==> config.mk <==
export PLATFORM = sky130hd
export DESIGN_NAME = rscc_top
export DESIGN_NICKNAME = d
export VERILOG_FILES = /design/src/rtl/rscc_pkg.sv /design/src/rtl/rscc_cfg_reg.sv /design/src/rtl/rscc_mode_dec.sv /design/src/rtl/rscc_access_chk.sv /design/src/rtl/rscc_top.sv
export SDC_FILE = /design/constraint.sdc
export NUM_CORES = 1
export LEC_CHECK = 0
export BUFFER_PORTS_ARGS = -buffer_cell sky130_fd_sc_hd__buf_2
export CORE_MARGIN = 2
export CORE_UTILIZATION = 36
export DETAILED_ROUTE_END_ITERATION = 7
export PLACE_DENSITY = 0.79
export SYNTH_ARGS = -nofsm -noshare
export SYNTH_HDL_FRONTEND = slang
export SYNTH_SLANG_ARGS = --single-unit
==> constraint.sdc <==
create_clock -name clk_i -period 1 [get_ports clk_i]
set_input_delay 0.1 -clock clk_i [delete_from_list [all_inputs] [get_ports clk_i]]
set_output_delay 0.1 -clock clk_i [all_outputs]
set_load 0.01 [all_outputs]
==> src/rtl/rscc_pkg.sv <==
package rscc_pkg;
  typedef enum logic [1:0] {
    MODE_LAZY  = 2'b00,
    MODE_STORE = 2'b01,
    MODE_LOAD  = 2'b10,
    MODE_EAGER = 2'b11
  } rse_mode_e;

  localparam int MODE_LSB = 0;
  localparam int PL_LSB   = 2;
  localparam int N_GUARD  = 3;
  localparam int G_RELOAD = 0;
  localparam int G_PTR    = 1;
  localparam int G_NAT    = 2;
endpackage

==> src/rtl/rscc_cfg_reg.sv <==
module rscc_cfg_reg
  import rscc_pkg::*;
#(
  parameter int REG_W   = 32,
  parameter int PL_W    = 2,
  parameter int CNT_W   = 14,
  parameter int CNT_LSB = 16
) (
  input  logic             clk_i,
  input  logic             rst_ni,
  input  logic             we_i,
  input  logic [REG_W-1:0] wdata_i,
  input  logic [PL_W-1:0]  cur_pl_i,
  output logic [REG_W-1:0] rdata_o,
  output rse_mode_e        mode_o,
  output logic [PL_W-1:0]  pl_o,
  output logic             be_o,
  output logic [CNT_W-1:0] cnt_o
);
  localparam int BE_BIT = PL_LSB + PL_W;
  localparam logic [REG_W-1:0] LOW_MASK = REG_W'((64'd1 << (BE_BIT + 1)) - 64'd1);
  localparam logic [REG_W-1:0] CNT_MASK = REG_W'(((64'd1 << CNT_W) - 64'd1) << CNT_LSB);
  localparam logic [REG_W-1:0] KEEP_MASK = LOW_MASK | CNT_MASK;

  logic [REG_W-1:0] reg_q, reg_d;
  logic [PL_W-1:0]  wr_pl, clip_pl;

  assign wr_pl   = wdata_i[PL_LSB +: PL_W];
  assign clip_pl = (wr_pl > cur_pl_i) ? wr_pl : cur_pl_i;

  always_comb begin
    reg_d = wdata_i & KEEP_MASK;
    reg_d[PL_LSB +: PL_W] = clip_pl;
  end

  always_ff @(posedge clk_i or negedge rst_ni) begin
    if (!rst_ni)   reg_q <= '0;
    else if (we_i) reg_q <= reg_d;
  end

  assign rdata_o = reg_q;
  assign mode_o  = rse_mode_e'(reg_q[MODE_LSB +: 2]);
  assign pl_o    = reg_q[PL_LSB +: PL_W];
  assign be_o    = reg_q[BE_BIT];
  assign cnt_o   = reg_q[CNT_LSB +: CNT_W];

  assert_pl_clip_R3: assert property (@(posedge clk_i) disable iff (!rst_ni)
    we_i |=> (pl_o >= $past(cur_pl_i)) && (pl_o >= $past(wdata_i[PL_LSB +: PL_W])));
  assert_hold_R6: assert property (@(posedge clk_i) disable iff (!rst_ni)
    !we_i |=> $stable(rdata_o));
  assert_mode_store_R2: assert property (@(posedge clk_i) disable iff (!rst_ni)
    we_i |=> mode_o == rse_mode_e'($past(wdata_i[MODE_LSB +: 2])));
endmodule

==> src/rtl/rscc_mode_dec.sv <==
module rscc_mode_dec
  import rscc_pkg::*;
#(
  parameter int PL_W = 2
) (
  input  rse_mode_e       mode_i,
  input  logic [PL_W-1:0] pl_i,
  input  logic            xlat_en_i,
  input  logic            nat_req_i,
  input  logic            nat_mand_next_i,
  output logic            lazy_o,
  output logic            eager_ld_o,
  output logic            eager_st_o,
  output logic            nat_ok_o,
  output logic [PL_W-1:0] eff_pl_o
);
  always_comb begin
    eager_ld_o = 1'b0;
    eager_st_o = 1'b0;
    unique case (mode_i)
      MODE_LAZY:  ;
      MODE_STORE: eager_st_o = 1'b1;
      MODE_LOAD:  eager_ld_o = 1'b1;
      MODE_EAGER: begin eager_ld_o = 1'b1; eager_st_o = 1'b1; end
      default:    ;
    endcase
  end

  assign lazy_o   = (mode_i == MODE_LAZY);
  // lazy: NaT-collection moves only ahead of a mandatory spill/fill
  assign nat_ok_o = nat_req_i & (~lazy_o | nat_mand_next_i);
  assign eff_pl_o = xlat_en_i ? pl_i : '0;
endmodule

==> src/rtl/rscc_access_chk.sv <==
module rscc_access_chk
  import rscc_pkg::*;
#(
  parameter int N = N_GUARD
) (
  input  logic         lazy_i,
  input  logic [N-1:0] req_i,
  output logic [N-1:0] grant_o,
  output logic         fault_o
);
  logic [N-1:0] hit;

  for (genvar g = 0; g < N; g++) begin : g_guard
    assign grant_o[g] = req_i[g] & lazy_i;
    assign hit[g]     = req_i[g] & ~lazy_i;
  end

  assign fault_o = |hit;
endmodule

==> src/rtl/rscc_top.sv <==
module rscc_top
  import rscc_pkg::*;
#(
  parameter int REG_W   = 32,
  parameter int PL_W    = 2,
  parameter int CNT_W   = 14,
  parameter int CNT_LSB = 16
) (
  input  logic               clk_i,
  input  logic               rst_ni,
  input  logic [PL_W-1:0]    cur_pl_i,
  input  logic               xlat_en_i,
  input  logic               cfg_we_i,
  input  logic [REG_W-1:0]   cfg_wdata_i,
  output logic [REG_W-1:0]   cfg_rdata_o,
  input  logic [N_GUARD-1:0] guard_req_i,
  output logic [N_GUARD-1:0] guard_grant_o,
  output logic               fault_o,
  input  logic               nat_xfer_req_i,
  input  logic               nat_mand_next_i,
  output logic               nat_xfer_ok_o,
  output logic               eager_ld_en_o,
  output logic               eager_st_en_o,
  output logic [PL_W-1:0]    eff_pl_o,
  output logic               byte_order_o,
  output logic [CNT_W-1:0]   reload_cnt_o
);
  rse_mode_e       mode;
  logic [PL_W-1:0] pl;
  logic            lazy;

  rscc_cfg_reg #(
    .REG_W(REG_W), .PL_W(PL_W), .CNT_W(CNT_W), .CNT_LSB(CNT_LSB)
  ) u_reg (
    .clk_i    (clk_i),
    .rst_ni   (rst_ni),
    .we_i     (cfg_we_i),
    .wdata_i  (cfg_wdata_i),
    .cur_pl_i (cur_pl_i),
    .rdata_o  (cfg_rdata_o),
    .mode_o   (mode),
    .pl_o     (pl),
    .be_o     (byte_order_o),
    .cnt_o    (reload_cnt_o)
  );

  rscc_mode_dec #(.PL_W(PL_W)) u_dec (
    .mode_i          (mode),
    .pl_i            (pl),
    .xlat_en_i       (xlat_en_i),
    .nat_req_i       (nat_xfer_req_i),
    .nat_mand_next_i (nat_mand_next_i),
    .lazy_o          (lazy),
    .eager_ld_o      (eager_ld_en_o),
    .eager_st_o      (eager_st_en_o),
    .nat_ok_o        (nat_xfer_ok_o),
    .eff_pl_o        (eff_pl_o)
  );

  rscc_access_chk #(.N(N_GUARD)) u_chk (
    .lazy_i  (lazy),
    .req_i   (guard_req_i),
    .grant_o (guard_grant_o),
    .fault_o (fault_o)
  );

  assert_eager_bits_R2: assert property (@(posedge clk_i) disable iff (!rst_ni)
    (eager_st_en_o == cfg_rdata_o[0]) && (eager_ld_en_o == cfg_rdata_o[1]));
  assert_fault_R5: assert property (@(posedge clk_i) disable iff (!rst_ni)
    ((|guard_req_i) && (cfg_rdata_o[1:0] != 2'b00)) |-> fault_o);
  assert_no_fault_lazy_R5: assert property (@(posedge clk_i) disable iff (!rst_ni)
    (cfg_rdata_o[1:0] == 2'b00) |-> !fault_o);
  assert_no_grant_on_fault_R6: assert property (@(posedge clk_i) disable iff (!rst_ni)
    fault_o |-> (guard_grant_o == '0));
  assert_nat_gate_R7: assert property (@(posedge clk_i) disable iff (!rst_ni)
    nat_xfer_ok_o |-> nat_xfer_req_i && ((cfg_rdata_o[1:0] != 2'b00) || nat_mand_next_i));
  assert_eff_pl_R8: assert property (@(posedge clk_i) disable iff (!rst_ni)
    !xlat_en_i |-> (eff_pl_o == '0));
  assert_rsvd_zero_R4: assert property (@(posedge clk_i) disable iff (!rst_ni)
    (cfg_rdata_o[15:5] == '0) && (cfg_rdata_o[31:30] == '0));
endmodule

## Word level (Yosys, flattened, before mapping)

Index checks and enable logic that the tools add are counted.
W data, S select, Z words.

- $lt $le $gt $ge: 1
- Equal/unequal tests: 3
- Muxes and demuxes: 4
- Bitwise gates (word level): 9
- Reductions and logical operators: 4

Operators by type and width:

| kind | number |
|---|---|
| $and A1 B1 Y1 | 7 |
| $eq A2 B2 Y1 const B | 2 |
| $mux W2 | 2 |
| $reduce_or A2 Y1 | 2 |
| $reduce_or A3 Y1 | 1 |
| $eq A2 B1 Y1 const B | 1 |
| $gt A2 B2 Y1 | 1 |
| $logic_not A2 Y1 | 1 |
| $mux W1 | 2 |
| $not A1 Y1 | 1 |
| $or A1 B1 Y1 | 1 |

- Register bits: 19
- Output and inout port bits: 56
- Logic and storage cells: 22

## Longest topological paths before layout

Gate-level depths: netlist of the first run.

- Depth after elaboration: 4
- Mapped depth: 5
- Depth with buffers taken out: 5

## By module

A second synthesis of the first run with hierarchy kept.

- Cell total of the unflattened synthesis: 96
- Area, all modules: 1,081.0 um^2

By module, submodules not included:

| module | instances | cells each | area each (um^2) | seq. area each (um^2) |
|---|---|---|---|---|
| rscc_cfg_reg | 1 | 85 | 1,019.7 | 475.5 |
| rscc_mode_dec | 1 | 6 | 32.5 | 0.0 |
| rscc_access_chk | 1 | 5 | 28.8 | 0.0 |

## Least setup slack after synthesis of the first run

OpenSTA, ideal clock, no wires.

- Path type: input-to-reg
- Start: input port cur_pl_i[1]
- End: register u_reg.reg_q[2] (netlist: u_reg.rdata_o[2])
- Library setup time: 0.082 ns
- Arrival: 1.067 ns
- Data required time: 0.918 ns
- Slack: -0.148 ns
- Stages on the path: 5
- Path buffers: 0
- Path through: inv_1 > ha_1 > o21ba_1 > or3_1 > a31oi_1

- Longest elaborated chain between the ends: 2

Ends and longest elaborated chain:

| item | line | source |
|---|---|---|
| from (decl) | rscc_top.sv:11 | `input logic [PL_W-1:0] cur_pl_i,` |
| $gt A2 B2 Y1 | rscc_cfg_reg.sv:29 | `assign clip_pl = (wr_pl > cur_pl_i) ? wr_pl : cur_pl_i;` |
| $mux W2 | rscc_cfg_reg.sv:29 |  |
| to (signal assigned) | rscc_cfg_reg.sv:38 | `else if (we_i) reg_q <= reg_d;` |
| to (decl) | rscc_cfg_reg.sv:25 | `logic [REG_W-1:0] reg_q, reg_d;` |

No other way between the ends.
A chain may end at the register's enable or synchronous reset.

## Final worst setup path of the first run

- Start: register u_reg.reg_q[1] (netlist: u_reg.rdata_o[1])
- End: output port nat_xfer_ok_o

- Longest elaborated chain between the ends: 4

Ends and longest elaborated chain:

| item | line | source |
|---|---|---|
| $logic_not A2 Y1 | rscc_mode_dec.sv:29 | `assign lazy_o = (mode_i == MODE_LAZY);` |
| $not A1 Y1 | rscc_mode_dec.sv:31 | `assign nat_ok_o = nat_req_i & (~lazy_o \| nat_mand_next_i);` |
| $or A1 B1 Y1 | rscc_mode_dec.sv:31 |  |
| $and A1 B1 Y1 | rscc_mode_dec.sv:31 |  |
| to (decl) | rscc_top.sv:21 | `output logic nat_xfer_ok_o,` |

No other way between the ends.

==> results of run 1 <==
-- layer usage --
metal | wire length, microns | up-vias | track usage
li1 | - | 388 | -
met3 | 201 | 2 | 0.0268
met5 | 0 | - | 0
met4 | 14 | 0 | 0.0498
met2 | 1290 | 48 | 0.255
met1 | 644 | 374 | 0.110
-- power by group through the flow --
stage	sequential [mW]	combinational [mW]	clock, mW
floorplan	0.954	0.343	0
global placement	0.910	0.524	0
detailed placement	0.918	0.542	0
CTS	0.904	0.557	0.403
global route	0.921	0.632	0.432
finish	0.905	0.579	0.375
-- kinds of logic (layout without fill, tap and decap cells) --
| kind of cell | after synthesis | in the layout | synth area share |
|---|---|---|---|
| buffers and inverters | 35 | 87 | 0.228 |
| flip-flops | 19 | 19 | 0.454 |
| multiplexers | 17 | 17 | 0.183 |
| AND/OR/NAND/NOR | 12 | 12 | 0.0621 |
| AO/OA/AOI/OAI | 5 | 5 | 0.0334 |
| adder cells (fa/ha/maj) | 3 | 3 | 0.0358 |
| other | 1 | 13 | 0.00358 |
-- worst max-delay path: stages, from the launching register on --
cell     delay (ps)
dfrtp_2         450
o31a_1          280
buf_2           140
-- worst max-delay path by stage --
stage                           startpoint          endpoint  slack [ps]  cells past startpoint
final                     u_reg.rdata_o[1]     nat_xfer_ok_o        -250                      2
after global routing      u_reg.rdata_o[1]  guard_grant_o[1]        -290                      3
after CTS                 u_reg.rdata_o[1]     nat_xfer_ok_o        -250                      2
after detailed placement       cur_pl_i[1]  u_reg.rdata_o[2]        -300                      6
after global placement         cur_pl_i[1]  u_reg.rdata_o[2]        -250                      6
after floorplan                cur_pl_i[1]  u_reg.rdata_o[2]         -50                      5
-- area by class of cell --
cell class              instances  area, sq um
multi-input cells              50          410
flip-flops and latches         19          478
repair buffers                 80          458
inverters                       3         28.8
fillers                       264         1320
well taps                      31         38.8
clock buffers                   4         26.3
-- synth_stat cells --
| cell type | number |
|---|---|
| clkbuf_1 | 2 |
| conb_1 | 1 |
| o31a_1 | 1 |
| nor3_1 | 1 |
| or3_1 | 1 |
| ha_1 | 3 |
| o21ai_0 | 1 |
| dfrtp_1 | 19 |
| and2b_1 | 1 |
| and2_1 | 5 |
| a31oi_1 | 1 |
| buf_2 | 2 |
| mux2_2 | 17 |
| inv_1 | 3 |
| nor2_1 | 4 |
| o21ba_1 | 1 |
| a21oi_1 | 1 |
| buf_4 | 28 |
-- metrics by stage --
step / setup TNS [ps] / setup slack [ps]
after global routing: -2290 / -295
after CTS: -1520 / -245
final: -1550 / -246
after detailed placement: -301 / -301
after global placement: -252 / -252
after floorplan: -49.0 / -49.0
-- timing repair --
action,CTS,global route
setup buffers,1,3
resized for setup,2,8
pin swaps,6,4
endpoints found under the setup margin,7,12
hold buffers,1,0
hold endpoints to repair,19,0
-- placed cells by master (no fill, tap or decap), types with 2 or more instances in the layout --
cell type	count
buf_6	4
dfrtp_1	17
mux2_2	17
buf_4	5
conb_1	13
dfrtp_2	2
buf_2	69
inv_4	2
ha_4	2
and2_1	5
clkbuf_4	3
nor2_1	3
==> out/results.ini, run 1 <==
[route]
drt-wirelength-per-cell_microns = 11.5
wirelength_microns = 2150
firstDrtPassIters = 3
ant_nets = 0
vias = 812
drt_iter0_markers = 4
drc = 0
viasPerCell = 4.34

[floorplanning]
ios = 99
initial_utilization = 0.380
rows = 19
die_area_sq_um = 3360
fp.dieW_microns = 57.9
die_h_microns = 57.9
core_sq_um = 2760

[sta]
hold_viol = 0
fin_worst_skew_ps = 0
slew_viol_final = 0
finalCritPeriodShare = 1.25
fin_crit_ps = 1250
setup_violations = 10
max_freq_mhz = 802
worst_hold_slack_ps = 33.3
fin_ws_ps = -246
rsz0062_at_grt = yes

[setup_path]
worst_ep_required_time_ps = 900
worst_ep_arrival_time_ps = 1150
cp_max_fo = 4
start_kind = flip-flop
reg2reg_setup_slack_ps = 90
critPathCaptureType = output pin
crit_type = flip-flop to output pin
critical_path.reg2reg.endpoint = u_reg.rdata_o[3]
reg2reg_from = u_reg.rdata_o[3]
worstRegToRegCells = 4

[outcome]
outcome = complete, but fails checks
violations = setup timing

[power_and_ir_drop]
power_mw = 1.86
power_frac_comb = 0.311
p_int_mw = 1.30
power_frac_seq = 0.487
clkPwrFrac = 0.202
vdd_ir_drop_max_v = 0.000666
p_leak_nw = 0.761
p_sw_mw = 0.557
power_density_nw_per_um2 = 1290
swShare = 0.299

[clock_tree]
cts_buffers = 3
ctsHtreeMaxLevel = 1
clockBufferDepth = 2
cts_tree = built
cts.sinks = 19
clkLatencyLatePin_ps = 280
clk_pin_slew_ps = 100
clock-root-buffer = clkbuf_4

[place]
gp_congestion = 0.623
portBuffers = 72
placedCellCount = 178
placed_area_sq_um = 1340
dp_hpwl_microns = 1730

[job]
max_cap_violations = 0

[global_routing]
grt_overflow_total = 0
antenna_found_initial = 0
grt_max_degree = 20
grt_pass1_vias = 738
grt_pass1_wl_microns = 3120
track_usage = 0.122

[synthesis]
synth_area_per_cell_sq_um = 11.4
synth_area_leaders = dfrtp_1 45%, buf_4 20%, mux2_2 18%, ha_1 3.6%, and2_1 3.0%
synth.top_cell.area_share = 0.454
synth-warning-count = 0
ys_seq_area_frac = 0.454
synth-seq-cells = 19
synthDistinctLibCells = 18
synth.cell_area_sq_um = 1050
synth_cells = 92
yosys.area.top_type = dfrtp_1

[cells_and_area]
drive_gt1_frac = 0.686
fin_area_sq_um = 1440
n_antenna_cell = 0
area_delta_synth_final_pct = 37.5
utilization = 0.522
nets = 203
largest_reg_flops = 19
instances_no_fill = 187

[min_path]
holdPathEnd = u_reg.rdata_o[24]
min_path_cells = 2
hp-class = primary input to flip-flop
hold_start = cfg_wdata_i[24]

Power figures use the tool's default switching activity.
==> run 2: changes to the inputs <==
- CORE_UTILIZATION: 36 -> 37
- PLACE_DENSITY: 0.79 -> 0.8
- SKIP_LAST_GASP: not set -> 1
- SYNTH_HIERARCHICAL: not set -> 1
==> run 2 against run 1 <==
Net effect: synthesized cell count up 4.3%; the run still ends with setup timing left; first-iteration DRC count up 130%; global-route usage down 0.52 points; total power down 0.77%; clock power up 2%; largest cell class unchanged; clock skew unchanged; maximum frequency down 0.76%; sequential cell count unchanged; via count down 0.25%; highest routed layer unchanged; area after synthesis up 3.2%.
==> out/results.ini, run 2 <==
[outcome]
outcome = complete, but fails checks
violations = setup timing

[synthesis]
synth_area_per_cell_sq_um = 11.3
ys.flop_type = dfrtp_1
yosys.area.top_type = dfrtp_1
synth_edf_count = 0
synth.top_cell.area_share = 0.440
synth.most_common_cell = buf_4
synth_cells = 96
synth-warning-count = 6
synth_area_leaders = dfrtp_1 44%, buf_4 22%, mux2_2 11%, mux2_1 6.2%, ha_1 3.5%
async_flop_share = 1.00
synthDistinctLibCells = 20
synth-seq-cells = 19
synth_common_cells = 32 x buf_4, 19 x dfrtp_1, 11 x mux2_2
synth.cell_area_sq_um = 1080
ys_seq_area_frac = 0.440

[global_routing]
antenna_found_initial = 0
grt_pass1_vias = 729
grt_max_degree = 22
grt_pass1_wl_microns = 3080
track_usage = 0.117
grt_overflow_total = 0

[sta]
fin_crit_ps = 1260
fin_worst_skew_ps = 0
worst_hold_slack_ps = 21.4
max_freq_mhz = 796
rsz0062_at_grt = yes
hold_viol = 0
setup_violations = 10
slew_viol_final = 0
finalCritPeriodShare = 1.26
fin_ws_ps = -256

[floorplanning]
die_h_microns = 58.1
die_area_sq_um = 3370
core_sq_um = 2760
fp.dieW_microns = 58.1
rows = 19
ios = 99
initial_utilization = 0.392

[cells_and_area]
fillers = 270
area_delta_synth_final_pct = 31.7
final_common_cell = buf_2
nets = 201
n_antenna_cell = 0
drive_gt1_frac = 0.662
final-seq-area_sq_um = 478
multiInputGateArea_sq_um = 414
largest_reg_flops = 19
layout_common_cells = 69 x buf_2, 17 x dfrtp_1, 13 x conb_1, 11 x mux2_2, 6 x mux2_1
instances_no_fill = 185

[setup_path]
cp_max_fo = 5
critPathCaptureType = output pin
reg2reg_from = u_reg/rdata_o[19]
start_kind = flip-flop
worstRegToRegCells = 2
critPathCapture = nat_xfer_ok_o
worst_ep_required_time_ps = 900
critical_path.reg2reg.endpoint = u_reg/rdata_o[19]
reg2reg_setup_slack_ps = 110
worst_ep_arrival_time_ps = 1160
startpoint = u_reg/rdata_o[1]
crit_type = flip-flop to output pin

[route]
top_layer_used = met4
wirelength_microns = 2030
wl_met1_microns = 663
drt-wirelength-per-cell_microns = 10.9
vias = 810
drc = 0
met3_length_microns = 186
ant_nets = 0
dr_wl_met2_microns = 1160
viasPerCell = 4.38
drt_iter0_markers = 9
firstDrtPassIters = 2

[clock_tree]
ctsHtreeMaxLevel = 1
cts_tree = built
clockBufferDepth = 2
cts_buffers = 3
clk_pin_slew_ps = 110
clkLatencyLatePin_ps = 290
cts.sinks = 19
clock-root-buffer = clkbuf_4

[job]
max_cap_violations = 0

[place]
gp_congestion = 0.650
portBuffers = 72
dp_hpwl_microns = 1680
placedCellCount = 177

[power_and_ir_drop]
power_density_nw_per_um2 = 1300
p_leak_nw = 0.754
vdd_ir_drop_max_v = 0.000691

[min_path]
hp-class = primary input to flip-flop

run 2: stage by stage:
step                worst slack [ps]  power, mW   util  TNS (ps)  cell area (sq um)
floorplan                      -50.4       1.32      -     -50.4               1170
global placement                -246       1.43  0.484      -246               1340
detailed placement              -285       1.45  0.484      -285               1340
CTS                             -256       1.84  0.499     -1380               1380
global route                    -305       1.96  0.516     -1930               1420
finish                          -256       1.85  0.516     -1390               1420
run 2: worst max-delay path, cell delays in order (launching register included):
cell     delay [ps]
dfrtp_2         460
o31a_1          270
buf_2           130
run 2: kinds of logic after synthesis:
logic type	after synthesis	synth area share
adders and majority gates	3	0.0347
buffers and inverters	39	0.249
and+or+nand+nor	12	0.0637
other	1	0.00347
muxes	17	0.177
AOI/OAI and AO/OA	5	0.0324
DFF	19	0.440
run 2: layout make-up:
| type | count | area share |
|---|---|---|
| sequential | 19 | 0.336 |
| timing repair buffer | 78 | 0.308 |
| inverter | 3 | 0.0185 |
| clock buffer | 3 | 0.0158 |
| clock inverter | 1 | 0.00351 |
| tap | 31 | 0.0272 |
| multi-input combinational | 50 | 0.291 |
run 2: worst min-delay path by stage:
stage,start,end,slack [ps],cells after the start
floorplan,rst_ni,u_reg/rdata_o[0],-200,0
global placement,rst_ni,u_reg/rdata_o[20],60,1
detailed placement,rst_ni,u_reg/rdata_o[20],60,1
CTS,cfg_wdata_i[17],u_reg/rdata_o[17],20,2
global route,cfg_wdata_i[27],u_reg/rdata_o[27],7,2
finish,cfg_wdata_i[17],u_reg/rdata_o[17],20,2
run 2: power breakdown:
part           internal (mW)  total, mW  switching [mW]  leakage [nW]
Clock                  0.148      0.382           0.233        0.0177
Sequential             0.847      0.908          0.0601         0.218
Combinational          0.288      0.556           0.268         0.518
Total                   1.28       1.85           0.562         0.754
run 2: routing by layer:
metal  global-route usage  vias to the layer above
met5                    0                        -
li1                     -                      383
met3               0.0179                        2
met2                0.237                       45
met1                0.119                      380
met4               0.0399                        0
run 2: what timing repair did:
item / in CTS / in global routing
hold endpoints to repair: 19 / 0
pin swaps: 2 / 4
hold buffers: 1 / 0
resized for setup: 1 / 8
endpoints found under the setup margin: 8 / 14
setup buffers: 0 / 3
==> run 3: changes to the inputs <==
- TNS_END_PERCENT: not set -> 10
==> run 3 against run 2 <==
Net effect: the run still ends with setup timing left; total power down 1.6%; count of clock-buffer cells in the layout unchanged; combinational power down 5.2%; die area unchanged; critical endpoint unchanged.
==> out/results.ini, run 3 (same netlist as run 2, synthesis figures left out) <==
[clock_tree]
clockBufferDepth = 2
cts.sinks = 19
clk_pin_slew_ps = 110
cts_tree = built
cts_setup_buffers = 0
clkLatencyLatePin_ps = 290
clock-root-buffer = clkbuf_4
cts_buffers = 3
ctsHtreeMaxLevel = 1

[outcome]
violations = setup timing
outcome = complete, but fails checks

[min_path]
hp-class = primary input to flip-flop
holdPathEnd = u_reg/rdata_o[1]
min_path_cells = 2
hold_start = cfg_wdata_i[1]

[sta]
fin_crit_ps = 1260
hold_viol = 0
max_freq_mhz = 794
fin_ws_ps = -260
setup_violations = 11
fin_worst_skew_ps = 0
finalCritPeriodShare = 1.26
rsz0062_at_grt = yes
slew_viol_final = 0

[global_routing]
grt_pass1_vias = 732
grt_use_met1 = 0.119
grt_overflow_total = 0
grt_max_degree = 22
antenna_found_initial = 0
use_met2 = 0.239
grt_use_met3 = 0.0179
grt_pass1_wl_microns = 3090
grt.busiest_layer = met2
track_usage = 0.118

[cells_and_area]
area_delta_synth_final_pct = 27.9
multiInputGateArea_sq_um = 414
utilization = 0.501
drive_gt1_frac = 0.656
layout_common_cells = 72 x buf_2, 17 x dfrtp_1, 13 x conb_1, 11 x mux2_2, 6 x mux2_1
final-seq-area_sq_um = 478
largest_reg_flops = 19
final_common_cell = buf_2
fillers = 270
instances_no_fill = 182
n_antenna_cell = 0
nets = 198

[setup_path]
crit_type = flip-flop to output pin
critical_path.reg2reg.endpoint = u_reg/rdata_o[1]
worstRegToRegCells = 1
critPathCaptureType = output pin
cp_max_fo = 5
worst_ep_required_time_ps = 900
worst_ep_arrival_time_ps = 1160
reg2reg_setup_slack_ps = 150
reg2reg_from = u_reg/rdata_o[1]
start_kind = flip-flop

[route]
drc = 0
vias = 804
viasPerCell = 4.42
ant_nets = 0
wirelength_microns = 2020
drt_iter0_markers = 11
firstDrtPassIters = 2
drt-wirelength-per-cell_microns = 11.1

[floorplanning]
rows = 19
ios = 99
die_area_sq_um = 3370
initial_utilization = 0.392
core_sq_um = 2760
fp.dieW_microns = 58.1
die_h_microns = 58.1

[job]
max_cap_violations = 0

[power_and_ir_drop]
power_density_nw_per_um2 = 1310
p_leak_nw = 0.733
vdd_ir_drop_max_v = 0.000715

[place]
gp_congestion = 0.650
portBuffers = 72
dp_hpwl_microns = 1680
placedCellCount = 177

-- run 3: final cells by class --
cell class,count,area share
timing repair buffer,75,0.288
tap,31,0.0281
sequential,19,0.346
inverter,3,0.0190
clock buffer,3,0.0163
multi-input combinational,50,0.300
clock inverter,1,0.00362
-- run 3: report_power, final --
| part | switching (mW) | leakage (nW) | internal (mW) | total (mW) |
|---|---|---|---|---|
| clock | 0.233 | 0.0177 | 0.148 | 0.381 |
| combinational | 0.264 | 0.497 | 0.263 | 0.527 |
| sequential | 0.0605 | 0.218 | 0.847 | 0.908 |
-- run 3: worst max path at each step --
stage                  endpoint             start  slack [ps]
2_1_floorplan  u_reg/rdata_o[2]       cur_pl_i[1]         -50
3_3_place_gp   u_reg/rdata_o[2]       cur_pl_i[1]        -250
3_5_place_dp   u_reg/rdata_o[2]       cur_pl_i[1]        -280
4_1_cts           nat_xfer_ok_o  u_reg/rdata_o[1]        -260
5_1_grt           nat_xfer_ok_o  u_reg/rdata_o[1]        -300
6_report          nat_xfer_ok_o  u_reg/rdata_o[1]        -260
-- run 3: critical path, stage by stage (launching register included) --
cell and delay (ps):
dfrtp_2 460, o31a_1 270, buf_2 130
-- run 3: timing repair --
action / CTS / global route
pin swaps: 0 / 1
gates resized for setup: 1 / 3
endpoints found under the hold margin: 19 / 0
hold buffers: 1 / 0
endpoints found under the setup margin: 8 / 14
gates cloned: 0 / 0
-- run 3: stage by stage --
step / hold WS [ps] / setup TNS, ps / setup slack, ps / power (mW) / cell area [sq um]
2_1_floorplan: -196 / -50.4 / -50.4 / 1.32 / 1170
3_3_place_gp: 57.2 / -246 / -246 / 1.43 / 1340
3_5_place_dp: 63.1 / -285 / -285 / 1.45 / 1340
4_1_cts: 18.2 / -1410 / -256 / 1.84 / 1380
5_1_grt: 7.20 / -1890 / -301 / 1.93 / 1380
6_report: 21.3 / -1350 / -260 / 1.82 / 1380
-- run 3: per-layer routing --
layer | up-vias | share of wire
met3 | 2 | 0.092
met5 | - | 0
li1 | 377 | -
met1 | 380 | 0.33
met2 | 45 | 0.57
met4 | 0 | 0.0094
